==> src/rtl/split_bus_arbiter.sv <==
module split_bus_arbiter #(
  parameter int N_INIT = 4,
  parameter int N_TGT  = 4
) (
  input  logic                      clk,
  input  logic                      rst_n,
  input  logic                      cfg_wr,
  input  logic [1:0]                cfg_mode,
  input  logic                      cfg_split,
  input  logic [N_INIT+N_TGT-1:0]   req_n,
  input  logic                      frame_n,
  input  logic                      irdy_n,
  output logic [N_INIT+N_TGT-1:0]   gnt_n
);
  localparam int NREQ = N_INIT + N_TGT;
  localparam int IW = (NREQ > 1) ? $clog2(NREQ) : 1;
  localparam logic [NREQ-1:0] TGT_MASK = {{N_TGT{1'b1}}, {N_INIT{1'b0}}};
  localparam logic [1:0] MODE_PLAIN = 2'd1;
  localparam logic [1:0] MODE_GAP   = 2'd2;

  logic [1:0]      mode_q;
  logic            split_q;
  logic            own_v;
  logic [IW-1:0]   own_q;
  logic            gap_q;
  logic [NREQ-1:0] gnt_q;

  logic [NREQ-1:0] want, tgt_want, ini_want, pool;
  logic [IW-1:0]   win_idx;
  logic            bus_idle, mode_ok, owner_done, issue;

  assign bus_idle   = frame_n & irdy_n;
  assign want       = ~req_n;
  assign tgt_want   = split_q ? (want & TGT_MASK) : '0;
  assign ini_want   = want & ~TGT_MASK;
  assign pool       = (|tgt_want) ? tgt_want : ini_want;
  assign mode_ok    = (mode_q == MODE_PLAIN) || (mode_q == MODE_GAP);
  assign owner_done = own_v & req_n[own_q] & bus_idle;
  assign issue      = ~own_v & ~gap_q & mode_ok & bus_idle & (|pool);
  assign gnt_n      = ~gnt_q;

  always_comb begin
    win_idx = '0;
    for (int i = NREQ - 1; i >= 0; i--)
      if (pool[i]) win_idx = IW'(i);
  end

  always_ff @(posedge clk or negedge rst_n) begin
    if (!rst_n) begin
      mode_q  <= '0;
      split_q <= 1'b0;
      own_v   <= 1'b0;
      own_q   <= '0;
      gap_q   <= 1'b0;
      gnt_q   <= '0;
    end else begin
      if (cfg_wr) begin
        mode_q  <= cfg_mode;
        split_q <= cfg_split;
      end
      gap_q <= owner_done && (mode_q == MODE_GAP);
      if (owner_done) begin
        own_v <= 1'b0;
        gnt_q <= '0;
      end else if (issue) begin
        own_v <= 1'b1;
        own_q <= win_idx;
        gnt_q <= NREQ'(1) << win_idx;
      end
    end
  end
endmodule

==> config.mk <==
export PLATFORM = sky130hd
export DESIGN_NAME = split_bus_arbiter
export DESIGN_NICKNAME = d
export VERILOG_FILES = /design/src/rtl/split_bus_arbiter.sv
export SDC_FILE = /design/constraint.sdc
export NUM_CORES = 1
export LEC_CHECK = 0
export BUFFER_PORTS_ARGS = -buffer_cell sky130_fd_sc_hd__buf_2
export CAP_MARGIN = 20
export CORE_ASPECT_RATIO = 1.1
export CORE_MARGIN = 2
export CORE_UTILIZATION = 30
export CTS_BUF_LIST = sky130_fd_sc_hd__clkbuf_2 sky130_fd_sc_hd__clkbuf_4 sky130_fd_sc_hd__clkbuf_8
export CTS_CLUSTER_DIAMETER = 100
export CTS_CLUSTER_SIZE = 25
export DETAILED_ROUTE_END_ITERATION = 10
export PLACE_DENSITY_LB_ADDON = 0.1
export SLEW_MARGIN = 0
export SYNTH_ARGS = -nofsm -noshare
export SYNTH_HDL_FRONTEND = slang
export SYNTH_SLANG_ARGS = --single-unit
==> constraint.sdc <==
create_clock -name clk -period 2.6 [get_ports clk]
set_input_delay 0 -clock clk [delete_from_list [all_inputs] [get_ports clk]]
set_output_delay 0 -clock clk [all_outputs]
set_load 0.01 [all_outputs]
# Yosys cells after proc, flatten, opt, wreduce, memory -nomap -nowiden
# Cells that the tools add are included.
[totals] in_bits=16 register_bits=16 wordCells=44 output_inout_bits=8 romBits=0 latchBits=0 ramBits=0 memories=0
[classes] mux=16 n_reduce_logical=6 n_addsub=0 div_mod_pow=0 n_eq_ne=2 shift=1 n_mul=0 n_lt_le_gt_ge=1 bitwise_logic=12
[ops] op="8-bit two-way mux" count=4
[ops] op="3-bit two-way mux" count=8
[ops] op="8-bit NOT" count=2
[ops] op="8-bit OR reduction" count=2
[ops] op="1-bit by 3-bit << shifter with 8-bit output, first input constant" count=1
[ops] op="1-bit AND" count=7
[ops] op="3-bit by 4-bit < comparator with 1-bit output, second input constant" count=1
[ops] op="1-bit binary-select mux with 3-bit select" count=1
[ops] op="1-bit two-way mux" count=3
[ops] op="1-bit NOT" count=3
[ops] op="2-bit by 1-bit == test with 1-bit output, second input constant" count=1
[ops] op="2-bit == test, second input constant" count=1
[ops] op="2-bit AND reduction" count=1
[ops] op="2-bit nonzero test" count=1
[ops] op="1-bit logical AND" count=1
[ops] op="1-bit logical OR" count=1

# Logic depth before layout (Yosys ltp)
[logic_depth] depth_word=15 mapped_depth=6 ltp_nobuf=6

# Worst setup path after synthesis
# Ideal clock, no wire load.
[synth_timing] path_type="reg2reg" startpoint="register mode_q[1]" endpoint="register own_q[1]" setup_time_ps=125 arrival_ps=1669 path_stages_with_launch=5 slack_ps=806 required_ps=2475 period_less_slack_ps=1794 n_path_buf=0 path_cell_list="dfrtp_1 -> ha_1 -> or4_4 -> a21oi_4 -> mux2_2"
[synth_via] elab_chain_cells=6 word_cells_on_any_way=7 classes_between="eq/ne: 2; bitwise: 3; reduce/logical: 2"
[synth_lines] item="start: declaration" line_no="21" rtl="logic [1:0] mode_q;"
[synth_lines] item="start signal: assignment" line_no="58" rtl="mode_q <= cfg_mode;"
[synth_lines] item="2-bit by 1-bit == test with 1-bit output or 2-bit == test (tied branches)" line_no="37" rtl="assign mode_ok = (mode_q == MODE_PLAIN) || (mode_q == MODE_GAP);"
[synth_lines] item="1-bit logical OR (*)" line_no="37"
[synth_lines] item="1-bit AND (*) (3 in series)" line_no="39" rtl="assign issue = ~own_v & ~gap_q & mode_ok & bus_idle & (|pool);"
[synth_lines] item="2-bit AND reduction (no source line) (*)"
[synth_lines] item="end signal: assignment" line_no="67" rtl="own_q <= win_idx;"
[synth_lines] item="end: declaration" line_no="24" rtl="logic [IW-1:0] own_q;"
# Mark *: on every way between the ends. The rest lies on a longest branch, timed or not.
# A chain may end at the register's enable or synchronous reset.

# Worst setup path in the final report
[layout_timing] startpoint="register mode_q[0]" endpoint="register own_q[1]"
# Same word-level chain as after synthesis.

==> reports/metrics.yaml <==
post-route-cell-area_mm2: 0.001117
grt.total_usage_pct: 12.89
path_clk_slew_ps: 90
post_cts_resized: 0
clockBufferDepth: 2
grt_pass1_vias: 764
antenna_found_initial: 0
die_height_um: 60.91
utilization_pct: 40.23
post-route-period-util_pct: 72.29
synth_warnings: 0
dp_hpwl_um: 1552
async_flop_share_pct: 100.0
rows: 20
die_w_um: 55.74
grt_max_degree: 17
cp.arrival_ps: 2040
cts_sinks: 16
cellLeakagePower_nw: 0.5157
slew_viol_final: 0
synth_seq_cells: 16
endpoint_kind: "flop"
synthCells: 82
drt-pass1-iter-count: 4
skew_ps: 2.840
route.met3.wl_um: 86
synth_edf_count: 0
dieArea_mm2: 0.003395
layout_commonest_cell: "buf_2"
dp.cells: 137
top_layer_used: "met4"
drcViolationCount: 0
cap_viol_max_count: 0
post_dp_cell_area_mm2: 0.001035
gp_congestion: 0.8018
wl_met2_um: 919
start_util_pct: 31.80
cts_tree: "done"
final_nets: 132
worstMarginPinSlew_ps: 531.7
pwr_density_cell_mw_per_mm2: 674.9
numCtsBuffers: 3
ys_types: 33
max_freq_mhz: 532.1
insertedDiodeCount: 0
synth_area_um2: 883.3
finalHoldViolCount: 0
cts-htree-levels: 1
ir_drop_v: 0.0003091
fin_crit_ps: 1879
avgRoutedWirePerCell_um: 13.34
post-cts-setup-buffers: 0
avgSynthCellArea_um2: 10.77
startpoint_type: "flop"
rsz0062_at_grt: "false"
clk-insertion-delay-late_ps: 270
synthFlopType: "dfrtp_1"
hold_slack_ps: 24.65
vias_per_cell: 5.075
drt_iter0_markers: 35
portBuffers: 23
path_max_fanout: 5
status: "finished, final reports clean"
setup_tns_ps: 0
crit_type: "flop to flop"
overflow: 0
routed_wl_um: 1948
fillCellCount: 301
met1_length_um: 925
syn_to_final_growth_pct: 26.49
mostFrequentLayoutCells: "23 x buf_2, 16 x dfrtp_1, 11 x inv_1"
hold_class: "input port to flop"
ios: 24
ctsHoldBuffers: 6
finalSetupViolCount: 0
drive_gt1_share_pct: 32.74
dr_total_vias: 741
final-instance-count-excl-fill: 146
yosysSeqAreaShare_pct: 45.33
syn-num-nets: 99
maxSlewHeadroom_pct: 64.55
drtAntennaViolNets: 0
core_area_mm2: 0.002778
grt_pass1_wl_um: 3415
worstPathRequired_ps: 2760
cts_root_buf: "clkbuf_4"
==> cell families after synthesis <==
family          synth area share (%)
simple gates                   13.74
compound gates                 23.37
flops                          45.33
buf+inv                        5.240
mux                            10.91
fa+ha+maj                      1.416
==> worst max-delay path: stages, from the launching register on <==
cell,delay (ps)
dfrtp_1,330
inv_1,50
ha_1,310
or4_4,510
a21oi_4,210
mux2_2,360
==> sequential cells by signal, summed over array words and instances, names as in the netlist <==
| signal | count |
|---|---|
| split_q | 1 |
| gap_q | 1 |
| own_v | 1 |
| gnt_q | 8 |
| mode_q | 2 |
| own_q | 3 |
==> cell usage after synthesis, drive strengths merged, types with 2 or more instances <==
cell	n	area (µm²)
dfrtp	16	400.4
a32o	4	43.79
a21oi	3	26.28
a221oi	2	17.52
o2bb2ai	2	17.52
mux4	2	52.55
inv	11	41.29
mux2	3	33.78
a21o	2	15.01
o21ai	3	26.27
nand3	2	10.01
a22o	2	17.52
nor2	8	37.54
nand2	8	30.03
==> power breakdown <==
part	switching, W	total, W	internal, W
registers	0.0000532	0.000368	0.000315
clock network	0.0000693	0.000123	0.0000535
logic	0.000124	0.000263	0.000139
total	0.000247	0.000754	0.000507
==> per-stage QoR <==
step,power [W],setup WS [ps]
2_1_floorplan,0.0005386,806.2
3_3_place_gp,0.0006325,781.4
3_5_place_dp,0.0006322,739.6
4_1_cts,0.0007694,718.0
5_1_grt,0.0008232,629.5
6_report,0.0007541,720.6
==> metal layers <==
metal | up-vias | global-route usage, %
li1 | 366 | -
met1 | 357 | 16.49
met2 | 16 | 21.60
met3 | 2 | 2.132
met4 | 0 | 6.272
met5 | - | 0
==> area by class of cell <==
cell class                      instances  area, µm²  share of cell area, %
Multi-Input combinational cell         54      436.7                  39.08
Sequential cell                        16      400.4                  35.83
Timing Repair Buffer                   29      175.2                  15.68
Inverter                               11      41.29                  3.695
Tap cell                               33      41.29                  3.695
Clock buffer                            3      22.52                  2.016
==> worst paths after layout <==
path                       startpoint        end  slack (ps)  cells past startpoint
hold / removal                 cfg_wr  mode_q[1]          20                      2
max in group asynchronous       rst_n   gnt_q[7]        2180                      2
setup / recovery            mode_q[0]   own_q[1]         720                      5
hold reg to reg              gnt_q[1]   gnt_q[1]         500                      1
setup reg to reg            mode_q[0]   own_q[1]         720                      5
min in group asynchronous       rst_n      gap_q         160                      2
Power figures use the tool's default switching activity.
